### src/rtl/icu_pkg.sv
package icu_pkg;
    localparam int unsigned LINES    = 8;
    localparam int unsigned IDX_W    = $clog2(LINES);
    localparam int unsigned DW       = 8;
    localparam int unsigned BASE_LSB = IDX_W;
    localparam logic [DW-1:0] BASE_MASK = {DW{1'b1}} << BASE_LSB;

    typedef enum logic [1:0] {
        STEP_IDLE = 2'd0,
        STEP_BASE = 2'd1,
        STEP_CASC = 2'd2,
        STEP_MODE = 2'd3
    } step_e;

    typedef enum logic [1:0] {
        WK_ICW1 = 2'd0,
        WK_OCW2 = 2'd1,
        WK_OCW3 = 2'd2
    } wkind_e;

    typedef struct packed {
        logic rot_ld;
        logic rot_val;
        logic eoi_ns;
        logic eoi_sp;
        logic set_off;
    } ocw2_act_t;

    function automatic wkind_e classify(input logic [DW-1:0] d);
        if (d[4])      return WK_ICW1;
        else if (d[3]) return WK_OCW3;
        else           return WK_OCW2;
    endfunction

    function automatic ocw2_act_t decode_ocw2(input logic [2:0] cmd);
        ocw2_act_t a;
        a = '0;
        case (cmd)
            3'd0, 3'd4: begin
                a.rot_ld  = 1'b1;
                a.rot_val = cmd[2];
            end
            3'd1: a.eoi_ns = 1'b1;
            3'd5: begin
                a.eoi_ns  = 1'b1;
                a.set_off = 1'b1;
            end
            3'd3: a.eoi_sp = 1'b1;
            3'd7: begin
                a.eoi_sp  = 1'b1;
                a.set_off = 1'b1;
            end
            3'd6: a.set_off = 1'b1;
            default: a = '0;
        endcase
        return a;
    endfunction

    function automatic logic [IDX_W-1:0] next_idx(input logic [IDX_W-1:0] i);
        return i + 1'b1;
    endfunction

    function automatic step_e step_after_base(input logic single, input logic need4);
        if (single && need4)  return STEP_MODE;
        else if (single)      return STEP_IDLE;
        else                  return STEP_CASC;
    endfunction
endpackage

### src/rtl/icu_init_seq.sv
module icu_init_seq
    import icu_pkg::*;
(
    input  logic          clk,
    input  logic          rst,
    input  logic          icw1_wr,
    input  logic          port1_wr,
    input  logic [DW-1:0] wdata,
    output step_e         step,
    output logic          single_mode,
    output logic [DW-1:0] vec_base,
    output logic [DW-1:0] mask,
    output logic          nested_mode,
    output logic          auto_eoi
);
    logic need_mode_word;

    always_ff @(posedge clk) begin
        if (rst) begin
            step           <= STEP_IDLE;
            need_mode_word <= 1'b0;
            single_mode    <= 1'b0;
            vec_base       <= '0;
            mask           <= '0;
            nested_mode    <= 1'b0;
            auto_eoi       <= 1'b0;
        end else if (icw1_wr) begin
            step           <= STEP_BASE;
            need_mode_word <= wdata[0];
            single_mode    <= wdata[1];
            mask           <= '0;
            nested_mode    <= 1'b0;
            auto_eoi       <= 1'b0;
        end else if (port1_wr) begin
            case (step)
                STEP_IDLE: mask <= wdata;
                STEP_BASE: begin
                    vec_base <= wdata & BASE_MASK;
                    step     <= step_after_base(single_mode, need_mode_word);
                end
                STEP_CASC: step <= need_mode_word ? STEP_MODE : STEP_IDLE;
                STEP_MODE: begin
                    nested_mode <= wdata[4];
                    auto_eoi    <= wdata[1];
                    step        <= STEP_IDLE;
                end
                default: step <= STEP_IDLE;
            endcase
        end
    end
endmodule

### src/rtl/icu_ocw_ctl.sv
module icu_ocw_ctl
    import icu_pkg::*;
(
    input  logic             clk,
    input  logic             rst,
    input  logic             icw1_wr,
    input  logic             ocw2_wr,
    input  logic             ocw3_wr,
    input  logic [DW-1:0]    wdata,
    input  logic             top_isr_valid,
    input  logic [IDX_W-1:0] top_isr_idx,
    input  logic             poll_taken,
    output logic [IDX_W-1:0] prio_offset,
    output logic             rotate_aeoi,
    output logic             spec_mask,
    output logic             read_isr,
    output logic             poll_mode,
    output logic             eoi_valid,
    output logic [IDX_W-1:0] eoi_idx
);
    ocw2_act_t        act;
    logic             off_ok;
    logic             unused_wbits;

    assign unused_wbits = ^wdata[4:3];
    assign act     = ocw2_wr ? decode_ocw2(wdata[7:5]) : '0;
    assign eoi_idx = act.eoi_ns ? top_isr_idx : wdata[IDX_W-1:0];
    assign eoi_valid = (act.eoi_ns && top_isr_valid) || act.eoi_sp;
    assign off_ok  = act.set_off && (!act.eoi_ns || top_isr_valid);

    always_ff @(posedge clk) begin
        if (rst || icw1_wr) begin
            prio_offset <= '0;
            rotate_aeoi <= 1'b0;
            spec_mask   <= 1'b0;
            read_isr    <= 1'b0;
            poll_mode   <= 1'b0;
        end else begin
            if (act.rot_ld) rotate_aeoi <= act.rot_val;
            if (off_ok)     prio_offset <= next_idx(eoi_idx);
            if (ocw3_wr) begin
                if (wdata[2]) poll_mode <= 1'b1;
                if (wdata[1]) read_isr  <= wdata[0];
                if (wdata[6]) spec_mask <= wdata[5];
            end else if (poll_taken) begin
                poll_mode <= 1'b0;
            end
        end
    end
endmodule

### src/rtl/icu_rd_path.sv
module icu_rd_path
    import icu_pkg::*;
(
    input  logic             host_rd,
    input  logic             host_addr,
    input  logic             poll_mode,
    input  logic             read_isr,
    input  logic [DW-1:0]    mask,
    input  logic [DW-1:0]    isr_in,
    input  logic [DW-1:0]    irr_in,
    input  logic             top_req_valid,
    input  logic [IDX_W-1:0] top_req_idx,
    output logic [DW-1:0]    rdata,
    output logic             poll_taken,
    output logic             ack_valid,
    output logic [IDX_W-1:0] ack_idx
);
    logic [DW-1:0] poll_word;

    always_comb begin
        poll_word = '0;
        if (top_req_valid) begin
            poll_word[DW-1]      = 1'b1;
            poll_word[IDX_W-1:0] = top_req_idx;
        end
    end

    always_comb begin
        if (host_addr)      rdata = mask;
        else if (poll_mode) rdata = poll_word;
        else if (read_isr)  rdata = isr_in;
        else                rdata = irr_in;
    end

    assign poll_taken = host_rd && !host_addr && poll_mode;
    assign ack_valid  = poll_taken && top_req_valid;
    assign ack_idx    = top_req_idx;
endmodule

### src/rtl/icu_trig_reg.sv
module icu_trig_reg
    import icu_pkg::*;
#(
    parameter logic [DW-1:0] ALLOW = 8'hDE
) (
    input  logic          clk,
    input  logic          rst,
    input  logic          wr,
    input  logic [DW-1:0] wdata,
    output logic [DW-1:0] level
);
    always_ff @(posedge clk) begin
        if (rst)     level <= '0;
        else if (wr) level <= wdata & ALLOW;
    end
endmodule

### src/rtl/icu_cmd_seq.sv
module icu_cmd_seq
    import icu_pkg::*;
#(
    parameter logic [7:0] TRIG_ALLOW = 8'hDE
) (
    input  logic       clk,
    input  logic       rst,
    input  logic       host_wr,
    input  logic       host_rd,
    input  logic       host_addr,
    input  logic [7:0] host_wdata,
    output logic [7:0] host_rdata,
    input  logic       trig_wr,
    input  logic [7:0] trig_wdata,
    output logic [7:0] trig_level,
    input  logic [7:0] isr_in,
    input  logic [7:0] irr_in,
    input  logic       top_isr_valid,
    input  logic [2:0] top_isr_idx,
    input  logic       top_req_valid,
    input  logic [2:0] top_req_idx,
    output logic [7:0] vec_base,
    output logic [7:0] line_mask,
    output logic [2:0] prio_offset,
    output logic       eoi_valid,
    output logic [2:0] eoi_idx,
    output logic       poll_ack_valid,
    output logic [2:0] poll_ack_idx,
    output logic       init_clear,
    output logic       init_active,
    output logic       single_mode,
    output logic       nested_mode,
    output logic       auto_eoi,
    output logic       rotate_aeoi,
    output logic       spec_mask,
    output logic       poll_mode
);
    wkind_e kind;
    step_e  step;
    logic   port0_wr, port1_wr;
    logic   icw1_wr, ocw2_wr, ocw3_wr;
    logic   read_isr, poll_taken;

    assign kind     = classify(host_wdata);
    assign port0_wr = host_wr && !host_addr;
    assign port1_wr = host_wr && host_addr;
    assign icw1_wr  = port0_wr && (kind == WK_ICW1);
    assign ocw2_wr  = port0_wr && (kind == WK_OCW2);
    assign ocw3_wr  = port0_wr && (kind == WK_OCW3);

    assign init_clear  = icw1_wr;
    assign init_active = (step != STEP_IDLE);

    icu_init_seq u_init (
        .clk(clk), .rst(rst), .icw1_wr(icw1_wr), .port1_wr(port1_wr),
        .wdata(host_wdata), .step(step), .single_mode(single_mode),
        .vec_base(vec_base), .mask(line_mask), .nested_mode(nested_mode),
        .auto_eoi(auto_eoi)
    );

    icu_ocw_ctl u_ocw (
        .clk(clk), .rst(rst), .icw1_wr(icw1_wr), .ocw2_wr(ocw2_wr),
        .ocw3_wr(ocw3_wr), .wdata(host_wdata), .top_isr_valid(top_isr_valid),
        .top_isr_idx(top_isr_idx), .poll_taken(poll_taken),
        .prio_offset(prio_offset), .rotate_aeoi(rotate_aeoi),
        .spec_mask(spec_mask), .read_isr(read_isr), .poll_mode(poll_mode),
        .eoi_valid(eoi_valid), .eoi_idx(eoi_idx)
    );

    icu_rd_path u_rd (
        .host_rd(host_rd), .host_addr(host_addr), .poll_mode(poll_mode),
        .read_isr(read_isr), .mask(line_mask), .isr_in(isr_in),
        .irr_in(irr_in), .top_req_valid(top_req_valid),
        .top_req_idx(top_req_idx), .rdata(host_rdata),
        .poll_taken(poll_taken), .ack_valid(poll_ack_valid),
        .ack_idx(poll_ack_idx)
    );

    icu_trig_reg #(.ALLOW(TRIG_ALLOW)) u_trig (
        .clk(clk), .rst(rst), .wr(trig_wr), .wdata(trig_wdata),
        .level(trig_level)
    );
endmodule

### config.mk
export PLATFORM = sky130hd
export DESIGN_NAME = icu_cmd_seq
export DESIGN_NICKNAME = d
export VERILOG_FILES = /design/src/rtl/icu_pkg.sv /design/src/rtl/icu_init_seq.sv /design/src/rtl/icu_ocw_ctl.sv /design/src/rtl/icu_rd_path.sv /design/src/rtl/icu_trig_reg.sv /design/src/rtl/icu_cmd_seq.sv
export SDC_FILE = /design/constraint.sdc
export NUM_CORES = 1
export LEC_CHECK = 0
export ABC_AREA = 0
export BUFFER_PORTS_ARGS = -buffer_cell sky130_fd_sc_hd__buf_2
export CORE_MARGIN = 5
export CORE_UTILIZATION = 49
export CTS_BUF_LIST = sky130_fd_sc_hd__clkbuf_8
export CTS_CLUSTER_DIAMETER = 60
export CTS_CLUSTER_SIZE = 10
export DETAILED_ROUTE_END_ITERATION = 16
export PLACE_DENSITY = 0.95
export SETUP_SLACK_MARGIN = 0.05
export SLEW_MARGIN = 30
export SYNTH_ARGS = -nofsm -noshare
export SYNTH_HDL_FRONTEND = slang
export SYNTH_SLANG_ARGS = --single-unit
### constraint.sdc
create_clock -name clk -period 3.2 [get_ports clk]
set_input_delay 0.32 -clock clk [delete_from_list [all_inputs] [get_ports clk]]
set_output_delay 0.32 -clock clk [all_outputs]
set_load 0.01 [all_outputs]
==> flow_summary.ini, run 1 <==
[clocking]
clkTransAtPathRegs_ns = 0.06
clock_sinks = 32
cts-root-buf = clkbuf_8
cts_tree = built
post_cts_buffers = 0
clock_path_buffers = 2
cts_max_level = 2
cts_buffers = 5
cts_resized = 0
postCtsHoldBufs = 0
worst_skew_pair.late_latency_ns = 0.28

[synth]
synthArstFlopShare_pct = 0
synth_top_cell_area_share_pct = 36.3
synth-seq-cells = 32
synth_area_leaders = dfxtp_1 36%, mux2i_1 18%, nor2_1 6.8%
synth_area_leader_cell = dfxtp_1
synth_warnings = 0
yosysSeqAreaShare_pct = 36.3
syn_inst = 202
ys.flop_type = dfxtp_1
syn_avg_cell_area_sq_um = 8.73
netlist_area_sq_um = 1760
synth_cell_types = 33
synth_edf_count = 0

[layout]
multiInputGateArea_sq_um = 985
final_nets = 332
drive_gt1_share_pct = 36.3
utilization_pct = 65.0
regArea_sq_um = 641
nFillCells = 290
finalInstanceArea_sq_um = 2220
diodes = 0
areaGrowthSynthToFinish_pct = 26.0

[global_route]
grt_max_degree = 21
antenna_found_initial = 0
grt_overflow_total = 0
first_global_vias = 1643
grt_usage_pct = 18.5
grt_pass1_wl_mm = 7.38

[die]
pin_count = 97
die_area_sq_um = 4900
die_width_um = 70.0
core_area_sq_um = 3420
rows = 21
start_util_pct = 51.6
die_h_um = 70.0

[sta]
slew_viol_final = 0
skew_ns = 0.00611
relSlewSlack_pct = 46.0
period_minus_slack_ns = 1.94
layout_worst_path_cycle_share_pct = 60.6
setup_viol = 0
hold_violations = 0
timing.fmax_ghz = 0.516
worst_pin_slew_ns = 0.800
setup-tns-final_ns = 0
rsz0062_at_grt = false

[route]
vias = 1651
drc = 0
dr_wl_met3_um = 474
top_layer_used = met4
drt_iter0_drc = 107
wl_met2_mm = 2.22
drt-wirelength-per-cell_um = 13.8
drt-total-wl_mm = 4.51
route.antenna.remaining_nets = 0
viasPerCell = 5.05
wl_met1_mm = 1.75
drtPass1Iterations = 5

[critical_path]
crit_type = input pin to output pin
worst-r2r-setup-slack_ns = 1.60
cp-end-kind = output pin
critPathArrivalTime_ns = 1.62
cp-start-kind = input pin
required_ns = 2.88
path_max_fanout = 20

[place]
port-buffer-count = 89
placed_area_sq_um = 2140
dp_hpwl_mm = 3.50
gp_congestion = 0.774

[power_and_ir_drop]
ir_worst_vdd_uv = 299
p_leak_nw = 1.18
powerDensity_nw_per_um2 = 390

[job]
drv_cap = 0

[status]
run_status = finished, final reports clean

[worst_hold_path]
holdCritPathClass = input pin to flip-flop
-- cell usage after synthesis (2+ instances only) --
library cell  count
buf_6             3
ha_1              5
xnor2_1           2
mux2i_1          32
o21ai_1           3
a21oi_1           7
inv_1             4
or2_1             2
clkbuf_1          7
a31oi_1           3
mux2_2            3
o21ai_0          11
xor2_1            2
nand3_1          10
nand2_1          18
dfxtp_1          32
buf_4             9
buf_2             2
nor3_1            2
nor2_1           32
-- cell type report --
type / count / area share, %
clock inverters: 2 / 0.394
well taps: 46 / 2.59
multi-input cells: 149 / 44.3
repair buffers: 89 / 20.1
clock buffers: 5 / 3.10
inverters: 4 / 0.676
flip-flops and latches: 32 / 28.8
-- through the flow --
stage | worst slack [ns] | hold WS, ns | power, mW | std cells
6_report | 1.26 | 0.277 | 0.866 | 327
5_1_grt | 1.16 | 0.274 | 0.913 | 327
4_1_cts | 1.24 | 0.275 | 0.869 | 327
3_5_place_dp | 1.24 | 0.449 | 0.590 | 320
3_3_place_gp | 1.29 | 0.438 | 0.584 | 320
2_1_floorplan | 1.58 | 0.392 | 0.531 | 206
-- per-layer routing --
layer	track usage, %	up-vias
li1	-	827
met4	6.17	0
met1	19.9	739
met3	7.75	7
met2	32.4	78
met5	0	-
-- registers in the layout, indices dropped and copies added (netlist names), 2 cells and up --
signal	count
u_init.vec_base	5
u_init.mask	8
u_init.step	2
u_trig.level	6
u_ocw.prio_offset	3
-- path summary, 6_finish.rpt --
path                                            from                    to  cells past startpoint
worst max-delay path                       host_addr            eoi_idx[0]                      5
worst min-delay path                   trig_wdata[3]       u_trig.level[3]                      3
worst max register to register        u_init.step[0]        u_init.mask[5]                      5
worst min register to register  u_ocw.prio_offset[0]  u_ocw.prio_offset[0]                      2
-- layout by cell type (no fill, tap or decap), drive strengths merged, types with 3 or more instances in the layout --
cell type and n:
nand2 18, buf 89, mux2i 32, conb 5, a31oi 3, o21ai 14, nor2 32, dfxtp 32
or2 3, a21oi 7, ha 5, mux2 4, inv 5, nand3 10, clkbuf 5
-- power breakdown --
part           switching, mW  total, mW  internal, mW
sequential            0.0100      0.422         0.412
clock                  0.140      0.285         0.144
combinational         0.0877      0.159        0.0716
total                  0.238      0.866         0.628
-- cells by family (layout without fill, tap and decap cells) --
logic type | count (synthesis) | after routing | synth area share, %
xor+xnor | 4 | 4 | 1.99
mux | 36 | 36 | 20.9
other cells | 1 | 5 | 0.213
flops | 32 | 32 | 36.3
compound gates | 28 | 28 | 8.94
simple gates | 71 | 71 | 19.4
fa+ha+maj | 5 | 5 | 3.55
buf+inv | 25 | 100 | 8.66
-- worst max-delay path: stages --
cell	delay [ns]
buf_2	0.22
nor4b_4	0.42
nand3b_4	0.17
mux2_4	0.34
buf_2	0.14
Note: power is estimated with default switching activity, not from simulation.
==> run 2, diff against run 1 <==
Settings changed: CORE_UTILIZATION 49 to 46, PLACE_DENSITY 0.95 to 0.91.
Clock period 3.2 ns to 1.93 ns, I/O delays scaled along.
==> flow_summary.ini, run 2 (synthesis results as in run 1) <==
[die]
rows = 22
die_h_um = 71.9
pin_count = 97
core_area_sq_um = 3690
die_area_sq_um = 5170
die_width_um = 71.9
start_util_pct = 47.8

[global_route]
grt_pass1_wl_mm = 7.25
first_global_vias = 1588
grt_usage_pct = 17.4
antenna_found_initial = 0
grt_max_degree = 20
grt_overflow_total = 0

[clocking]
worst_skew_pair.late_latency_ns = 0.28
cts_tree = built
clock_sinks = 32
cts_max_level = 2
cts_resized = 0
clkTransAtPathRegs_ns = 0.06
cts-root-buf = clkbuf_8
clock_path_buffers = 2
postCtsHoldBufs = 0
cts_buffers = 5
post_cts_buffers = 0

[sta]
skew_ns = 0.00200
hold_violations = 0
slew_viol_final = 0
period_minus_slack_ns = 1.66
layout_worst_path_cycle_share_pct = 86.2
relSlewSlack_pct = 65.8
setup_viol = 0
rsz0062_at_grt = false
worst_pin_slew_ns = 0.511
setup-tns-final_ns = 0
timing.fmax_ghz = 0.601

[layout]
top_register = u_init.mask
top_regs = u_init.mask (8), u_trig.level (6), u_init.vec_base (5)
diodes = 0
areaGrowthSynthToFinish_pct = 30.6
drive_gt1_share_pct = 37.8
most-common-layout-cells = 89 x buf_2, 32 x mux2i_1, 32 x nor2_1, 32 x dfxtp_1, 18 x nand2_1
final_nets = 336
fin_cells = 334
layout_commonest_cell = buf_2
largest_reg_flops = 8

[critical_path]
required_ns = 1.74
path_delay_family = flip-flops
reg2reg_depth = 5
crit_buf_inv = 1
critPathArrivalTime_ns = 1.47
cp-start-kind = flip-flop
worst-r2r-setup-slack_ns = 0.40
cp-end-kind = output pin
path_max_fanout = 6
path_cells = mux2i_1, o21ai_0, mux2_2, buf_2
crit_type = flip-flop to output pin
slowest_delay_ns = 0.49
timing.rr.start = u_init.step[0]
crit_slowest_cell = dfxtp_1
worstReg2RegEnd = u_init.mask[0]
crit_path_start = u_ocw.read_isr

[route]
route.antenna.remaining_nets = 0
drt-total-wl_mm = 4.50
drt-wirelength-per-cell_um = 13.5
drt_iter0_drc = 90
drtPass1Iterations = 4
viasPerCell = 5.01
vias = 1673
drc = 0

[worst_hold_path]
min_path_cells = 3
holdPathEnd = u_trig.level[1]
min_from = trig_wdata[1]
holdCritPathClass = input pin to flip-flop

[place]
gp_congestion = 0.839
dp_hpwl_mm = 3.57
placedCellCount = 326
port-buffer-count = 89

[power_and_ir_drop]
p_leak_nw = 1.22
ir_worst_vdd_uv = 461
powerDensity_nw_per_um2 = 722

[status]
run_status = finished, final reports clean

[job]
drv_cap = 0
-- run 2: area by class of cell --
type | count | area [sq um]
flip-flops and latches | 32 | 641
multi-input cells | 149 | 985
clock inverters | 1 | 30.0
repair buffers | 93 | 475
inverters | 4 | 15.0
well taps | 48 | 60.1
fillers | 337 | 1390
clock buffers | 7 | 96.3
-- run 2: how the worst max path moves through the flow --
stage / endpoint / slack, ns / depth (start not counted)
final: host_rdata[7] / 0.27 / 4
after global routing: host_rdata[7] / 0.19 / 4
after CTS: host_rdata[7] / 0.26 / 4
after detailed placement: eoi_idx[0] / 0.28 / 5
after global placement: eoi_idx[0] / 0.30 / 5
after floorplan: eoi_idx[0] / 0.57 / 4
-- run 2: worst reg2reg max path, cell delays in order, from the launching register on --
cell and delay (ns):
dfxtp_1 0.38, inv_1 0.10, ha_1 0.22, nand3_1 0.40
mux2i_1 0.25, nor2_1 0.07
-- run 2: routing by layer --
metal	up-vias	global-route usage (%)	share of wire [%]
li1	834	-	-
met1	763	19.6	39
met2	71	29.5	49
met3	5	6.79	11
met4	0	6.89	1.1
met5	-	0	0
-- run 2: per-stage QoR --
| step | utilization, % | total power, mW | setup WS, ns | hold slack, ns | cell area, sq um |
|---|---|---|---|---|---|
| floorplan | - | 0.881 | 0.565 | 0.265 | 1780 |
| global placement | 59.0 | 0.973 | 0.298 | 0.425 | 2180 |
| detailed placement | 59.0 | 0.982 | 0.278 | 0.447 | 2180 |
| CTS | 62.4 | 1.68 | 0.260 | 0.145 | 2300 |
| global route | 62.4 | 1.74 | 0.192 | 0.154 | 2300 |
| finish | 62.4 | 1.66 | 0.266 | 0.148 | 2300 |
-- run 2: power by group --
group	switching (mW)	internal (mW)
clock network	0.241	0.455
registers	0.0159	0.683
logic	0.146	0.122
total	0.403	1.26
